**config.mk**
```make
export PLATFORM = sky130hd
export DESIGN_NAME = trace_array
export DESIGN_NICKNAME = d
export VERILOG_FILES = /design/src/rtl/trace_arr_pkg.sv /design/src/rtl/trace_arr_fsm.sv /design/src/rtl/trace_arr_ptrs.sv /design/src/rtl/trace_arr_store.sv /design/src/rtl/trace_array.sv
export SDC_FILE = /design/constraint.sdc
export NUM_CORES = 2
export LEC_CHECK = 0
export BUFFER_PORTS_ARGS = -buffer_cell sky130_fd_sc_hd__buf_2
export CORE_ASPECT_RATIO = 1.75
export CORE_UTILIZATION = 54
export DETAILED_ROUTE_END_ITERATION = 10
export GPL_TIMING_DRIVEN = 0
export PLACE_DENSITY_LB_ADDON = 0.2
export SLEW_MARGIN = 20
export SYNTH_ARGS = -nofsm -noshare
export SYNTH_HDL_FRONTEND = slang
export SYNTH_SLANG_ARGS = --single-unit
```
**constraint.sdc**
```tcl
create_clock -name clk_i -period 9.7 [get_ports clk_i]
set_input_delay 1.94 -clock clk_i [delete_from_list [all_inputs] [get_ports clk_i]]
set_output_delay 1.94 -clock clk_i [all_outputs]
set_load 0.01 [all_outputs]
```
**src/rtl/trace_arr_pkg.sv**
```systemverilog
package trace_arr_pkg;
    localparam int REG_W = 64;
    localparam int ROW_W = 128;
    localparam int SEL_W = 2;
    localparam int NUM_BUS = 1 << SEL_W;

    typedef enum logic [1:0] {
        ST_IDLE = 2'd0,
        ST_RUN  = 2'd1,
        ST_HALT = 2'd2
    } run_state_e;

    typedef enum logic [1:0] {
        RA_CMD = 2'd0,
        RA_CFG = 2'd1,
        RA_HI  = 2'd2,
        RA_LO  = 2'd3
    } reg_addr_e;

    // bit numbering counted from the most significant end
    function automatic int msb0(input int n);
        return REG_W - 1 - n;
    endfunction

    localparam int CMD_START = msb0(0);
    localparam int CMD_STOP  = msb0(1);
    localparam int CMD_CLEAR = msb0(2);
    localparam int CFG_SEL_H = msb0(14);
    localparam int CFG_SEL_L = msb0(15);
    localparam int CFG_HOLD  = msb0(18);
    localparam int CFG_RUN   = msb0(19);
    localparam int LO_BUSY   = msb0(0);
endpackage

```
**src/rtl/trace_arr_fsm.sv**
```systemverilog
module trace_arr_fsm
    import trace_arr_pkg::*;
(
    input  logic clk_i,
    input  logic rst_ni,
    input  logic cmd_start_i,
    input  logic cmd_stop_i,
    input  logic cmd_clear_i,
    input  logic hold_i,
    output logic running_o,
    output logic stop_evt_o,
    output logic clear_evt_o
);
    run_state_e state_q, state_d;
    logic       go;

    assign go = cmd_start_i && !hold_i && !cmd_stop_i && !cmd_clear_i;

    always_comb begin
        state_d = state_q;
        unique case (state_q)
            ST_IDLE: if (go) state_d = ST_RUN;
            ST_RUN: begin
                if (cmd_clear_i)     state_d = ST_IDLE;
                else if (cmd_stop_i) state_d = ST_HALT;
            end
            ST_HALT: begin
                if (cmd_clear_i) state_d = ST_IDLE;
                else if (go)     state_d = ST_RUN;
            end
            default: state_d = ST_IDLE;
        endcase
    end

    always_ff @(posedge clk_i) begin
        if (!rst_ni) state_q <= ST_IDLE;
        else         state_q <= state_d;
    end

    always_comb begin
        running_o   = (state_q == ST_RUN);
        stop_evt_o  = (state_q == ST_RUN) && cmd_stop_i && !cmd_clear_i;
        clear_evt_o = cmd_clear_i;
    end
endmodule

```
**src/rtl/trace_arr_ptrs.sv**
```systemverilog
module trace_arr_ptrs #(
    parameter int DEPTH = 16,
    localparam int PTR_W = (DEPTH > 1) ? $clog2(DEPTH) : 1
) (
    input  logic                  clk_i,
    input  logic                  rst_ni,
    input  logic                  cap_i,
    input  logic                  stop_evt_i,
    input  logic                  clear_i,
    input  logic [1:0]            adv_i,
    output logic [PTR_W-1:0]      wptr_o,
    output logic [1:0][PTR_W-1:0] rptr_o
);
    localparam logic [PTR_W-1:0] LAST = PTR_W'(DEPTH - 1);

    logic [PTR_W-1:0] wptr_q, wptr_nx, oldest;
    logic             wrap_q, wrap_nx;

    always_comb begin
        wptr_nx = wptr_q;
        wrap_nx = wrap_q;
        if (cap_i) begin
            if (wptr_q == LAST) begin
                wptr_nx = '0;
                wrap_nx = 1'b1;
            end else begin
                wptr_nx = wptr_q + 1'b1;
            end
        end
        oldest = wrap_nx ? wptr_nx : '0;
    end

    always_ff @(posedge clk_i) begin
        if (!rst_ni || clear_i) begin
            wptr_q <= '0;
            wrap_q <= 1'b0;
        end else begin
            wptr_q <= wptr_nx;
            wrap_q <= wrap_nx;
        end
    end

    assign wptr_o = wptr_q;

    // index 0: high half, index 1: low half
    for (genvar g = 0; g < 2; g++) begin : g_rd
        logic [PTR_W-1:0] rp_q;
        always_ff @(posedge clk_i) begin
            if (!rst_ni || clear_i)  rp_q <= '0;
            else if (stop_evt_i)     rp_q <= oldest;
            else if (adv_i[g])       rp_q <= (rp_q == LAST) ? '0 : rp_q + 1'b1;
        end
        assign rptr_o[g] = rp_q;
    end
endmodule

```
**src/rtl/trace_arr_store.sv**
```systemverilog
module trace_arr_store
    import trace_arr_pkg::*;
#(
    parameter int DEPTH = 16,
    parameter int PTR_W = 4
) (
    input  logic                     clk_i,
    input  logic                     we_i,
    input  logic [SEL_W-1:0]         sel_i,
    input  logic [NUM_BUS*ROW_W-1:0] bus_i,
    input  logic [PTR_W-1:0]         wptr_i,
    input  logic [PTR_W-1:0]         rptr_hi_i,
    input  logic [PTR_W-1:0]         rptr_lo_i,
    output logic [REG_W-1:0]         hi_o,
    output logic [REG_W-1:0]         lo_o
);
    logic [ROW_W-1:0] lane [NUM_BUS];
    logic [ROW_W-1:0] rows [DEPTH];
    logic [ROW_W-1:0] row_hi, row_lo;

    for (genvar b = 0; b < NUM_BUS; b++) begin : g_lane
        assign lane[b] = bus_i[b*ROW_W +: ROW_W];
    end

    always_ff @(posedge clk_i) begin
        if (we_i) rows[wptr_i] <= lane[sel_i];
    end

    assign row_hi = rows[rptr_hi_i];
    assign row_lo = rows[rptr_lo_i];
    assign hi_o   = row_hi[ROW_W-1:REG_W];
    assign lo_o   = row_lo[REG_W-1:0];

    logic unused_halves;
    assign unused_halves = ^{row_hi[REG_W-1:0], row_lo[ROW_W-1:REG_W]};
endmodule

```
**src/rtl/trace_array.sv**
```systemverilog
module trace_array
    import trace_arr_pkg::*;
#(
    parameter int DEPTH = 16
) (
    input  logic         clk_i,
    input  logic         rst_ni,
    input  logic         reg_req_i,
    input  logic         reg_we_i,
    input  logic [1:0]   reg_addr_i,
    input  logic [63:0]  reg_wdata_i,
    output logic         reg_rvalid_o,
    output logic [63:0]  reg_rdata_o,
    input  logic [511:0] dbg_bus_i
);
    localparam int PTR_W = (DEPTH > 1) ? $clog2(DEPTH) : 1;

    reg_addr_e        addr;
    logic             is_rd, is_wr, cmd_wr;
    logic             running, stop_evt, clear_evt;
    logic [SEL_W-1:0] sel_q;
    logic             hold_q;
    logic [1:0]       adv;
    logic [PTR_W-1:0] wptr;
    logic [1:0][PTR_W-1:0] rptr;
    logic [PTR_W-1:0] rp_lo;
    logic [REG_W-1:0] hi_word, lo_word, rdata_d, rdata_q;
    logic             rvalid_q;

    assign addr   = reg_addr_e'(reg_addr_i);
    assign is_rd  = reg_req_i && !reg_we_i;
    assign is_wr  = reg_req_i && reg_we_i;
    assign cmd_wr = is_wr && (addr == RA_CMD);
    assign rp_lo  = rptr[1];

    trace_arr_fsm u_fsm (
        .clk_i       (clk_i),
        .rst_ni      (rst_ni),
        .cmd_start_i (cmd_wr && reg_wdata_i[CMD_START]),
        .cmd_stop_i  (cmd_wr && reg_wdata_i[CMD_STOP]),
        .cmd_clear_i (cmd_wr && reg_wdata_i[CMD_CLEAR]),
        .hold_i      (hold_q),
        .running_o   (running),
        .stop_evt_o  (stop_evt),
        .clear_evt_o (clear_evt)
    );

    always_comb begin
        adv[0] = is_rd && (addr == RA_HI) && !running;
        adv[1] = is_rd && (addr == RA_LO) && !running;
    end

    trace_arr_ptrs #(.DEPTH(DEPTH)) u_ptrs (
        .clk_i      (clk_i),
        .rst_ni     (rst_ni),
        .cap_i      (running),
        .stop_evt_i (stop_evt),
        .clear_i    (clear_evt),
        .adv_i      (adv),
        .wptr_o     (wptr),
        .rptr_o     (rptr)
    );

    trace_arr_store #(.DEPTH(DEPTH), .PTR_W(PTR_W)) u_store (
        .clk_i     (clk_i),
        .we_i      (running),
        .sel_i     (sel_q),
        .bus_i     (dbg_bus_i),
        .wptr_i    (wptr),
        .rptr_hi_i (rptr[0]),
        .rptr_lo_i (rptr[1]),
        .hi_o      (hi_word),
        .lo_o      (lo_word)
    );

    always_ff @(posedge clk_i) begin
        if (!rst_ni) begin
            sel_q  <= '0;
            hold_q <= 1'b0;
        end else if (is_wr && addr == RA_CFG) begin
            sel_q  <= reg_wdata_i[CFG_SEL_H:CFG_SEL_L];
            hold_q <= reg_wdata_i[CFG_HOLD];
        end
    end

    always_comb begin
        rdata_d = '0;
        unique case (addr)
            RA_CMD: rdata_d = '0;
            RA_CFG: begin
                rdata_d[CFG_SEL_H:CFG_SEL_L] = sel_q;
                rdata_d[CFG_HOLD]            = hold_q;
                rdata_d[CFG_RUN]             = running;
            end
            RA_HI:  rdata_d = running ? '0 : hi_word;
            RA_LO: begin
                if (running) rdata_d[LO_BUSY] = 1'b1;
                else         rdata_d = {1'b0, lo_word[REG_W-2:0]};
            end
            default: rdata_d = '0;
        endcase
    end

    always_ff @(posedge clk_i) begin
        if (!rst_ni) begin
            rvalid_q <= 1'b0;
            rdata_q  <= '0;
        end else begin
            rvalid_q <= is_rd;
            if (is_rd) rdata_q <= rdata_d;
        end
    end

    assign reg_rvalid_o = rvalid_q;
    assign reg_rdata_o  = rdata_q;

    logic unused_wdata;
    assign unused_wdata = ^{reg_wdata_i, lo_word[REG_W-1]};
endmodule

```
==> flow_summary.yaml <==
min_path:
  hold_path.startpoint: "reg_rdata_o[42]"
  min_path_type: "register to register"
worst_setup_path:
  worstPathArrival_ps: 5110
  worstSetupEndpointType: "register"
  crit_required_ps: 10460
  critical_path_class: "input port to register"
  cp-start-kind: "input port"
  cp_max_fo: 10
  crit_start: "reg_addr_i[1]"
  r2r_slack_ps: 5870
yosys:
  synth_fp_nets: 4076
  synthFlopType: "edfxtp_1"
  syn_inst: 3488
  syn_area_mm2: 0.0831
  synth_compound_area_share_pct: 1.70
  avgSynthCellArea_um2: 23.8
  synthMuxAreaShare_pct: 20.5
  synth-simple-area-share_pct: 0.826
  ys_seq_elements: 2123
  synth_enable_flop_cells: 2032
  async_flop_share_pct: 0
  ys_seq_area_share_pct: 75.6
  yosys.area_share.adder_pct: 0.0903
  synth_top_family_by_area: "multiplexers"
  ys_warn_count: 0
  yosys.area_share.xor_xnor_pct: 0.0211
  yosysUniqueCellTypes: 49
cts:
  cts_resized: 0
  cts_hold_buf: 0
  cts_root_buf: "clkbuf_16"
  cts_tree: "built"
  clk_latency_ps: 820
  post-cts-setup-buffers: 0
  cts_buffers: 181
  clockBufferDepth: 3
  path_clk_slew_ps: 70
  cts_max_level: 4
  clock_sinks: 2123
global_routing:
  grt.overflow.total: 0
  track_usage_pct: 28.9
  grt_max_degree: 20
  grt_antenna_before_repair: 7
  grt_pass1_wl_um: 312000
  grt_pass1_vias: 43540
placed_design:
  placed_cell_area_mm2: 0.0924
  gp_routability_congestion: 0.817
  io_buffers: 583
  dp.cells: 6259
  dp_worst_setup_slack_ps: 4580
  dp.final_hpwl_um: 154000
floorplan:
  placement_rows: 190
  coreArea_mm2: 0.153
  start_util_pct: 54.3
  fp.dieH_um: 521
  pin_count: 647
  die-area_mm2: 0.156
  die_x_um: 299
job:
  maxCapViolCount: 0
timing:
  setup_ws_ps: 5350
  setup_viol: 0
  finalHoldViolCount: 0
  timing.hold.ws_ps: 487
  fin_skew_ps: 29.2
  fmax_mhz: 230
  worstMarginPinSlew_ps: 1200
  rsz0062_at_grt: "no"
  slew_violations: 0
  relSlewSlack_pct: 20.1
  tns_ps: 0
  fin_crit_ps: 4350
  final.period_utilization_pct: 44.8
final_layout:
  finish.utilization_pct: 64.2
  fin_cells: 6601
  design_area_mm2: 0.0983
  final_cell_mix: "2032 x edfxtp_1, 690 x mux4_2, 638 x buf_2, 187 x clkbuf_16, 120 x clkbuf_1"
  final_common_cell: "edfxtp_1"
  syn2layout_area_growth_pct: 18.2
  nets: 5014
  final_layout_size_suffix_gt1_share_pct: 42.2
route:
  ant_nets: 0
  dr.pass1.iters: 7
  avgViaCountPerCell: 6.46
  drc: 0
  wl_per_cell_um: 33.6
  vias: 42625
  first_iter_violations: 4457
  wl_um: 222000
pwr:
  power.total_mw: 18.0
  power-per-cell-area_mw_per_mm2: 183
  peakVddDrop_v: 0.000199
  leakagePower_nw: 31.2
status:
  status: "finished, final reports clean"
## metal layers
metal	up-vias	global-route usage (%)	wire [um]
met4	6	11.9	9780
met3	404	5.60	17700
li1	17122	-	-
met1	22866	36.7	80500
met5	-	0	41
met2	2227	48.9	114000
## worst max-delay path: stages
cell and delay (ps):
buf_2 160, nor2b_1 530, and3_1 290, and3_1 160, clkbuf_1 790, clkbuf_1 650
a22o_1 410, a221o_1 150
## state kept, by name, indices dropped and copies added, names as in the netlist, named ones only
name              count
hold_q                1
reg_rdata_o          64
reg_rvalid_o          1
sel_q                 2
u_fsm.state_q         2
u_ptrs.g_rd.rp_q      8
u_ptrs.wptr_o         4
u_ptrs.wrap_q         1
u_store.rows       2032
## report_power, final
part	total [mW]	leakage (nW)	switching, mW	internal, mW
clock	7.22	2.87	3.22	4.00
sequential	10.1	19.0	0.0126	10.1
combinational	0.676	9.33	0.395	0.281
## synth_stat cells, drive strengths merged (12+ instances only)
master     n  area share [%]
a21oi     14           0.084
a221o     45            0.54
a221oi    15            0.16
a22o      45            0.47
buf      109            0.79
clkbuf    95            0.43
dfxtp     91             2.2
edfxtp  2032              73
mux2     107             1.4
mux2i     33            0.40
mux4     690              19
nand2     30            0.14
nand3     27            0.16
nor2      50            0.23
nor2b     12           0.090
o21ai     16           0.096
## layout make-up
class,count,area [um^2]
Sequential cell,2123,62800
Fill cell,10101,54800
Multi-Input combinational cell,1154,19400
Timing Repair Buffer,755,6600
Clock buffer,227,4900
Tap cell,2016,2520
Buffer,204,1040
Clock inverter,107,928
Inverter,7,26.3
Antenna cell,8,20.0
## logic make-up (layout without fill, tap and decap cells)
family,Yosys count,after routing
AOI/OAI and AO/OA,171,171
xor gates and xnor gates,2,2
adders and majority gates,6,6
buffers and inverters,211,1300
DFF,2123,2123
muxes,830,830
other,0,8
and+or+nand+nor,145,145
## worst paths after layout
path                            cells past startpoint               to
worst min register to register                      1  reg_rdata_o[42]
worst max register to register                      9   reg_rdata_o[8]
worst max-delay path                                8   reg_rdata_o[0]
worst min-delay path                                1  reg_rdata_o[42]
Note: power is estimated with default switching activity, not from simulation.
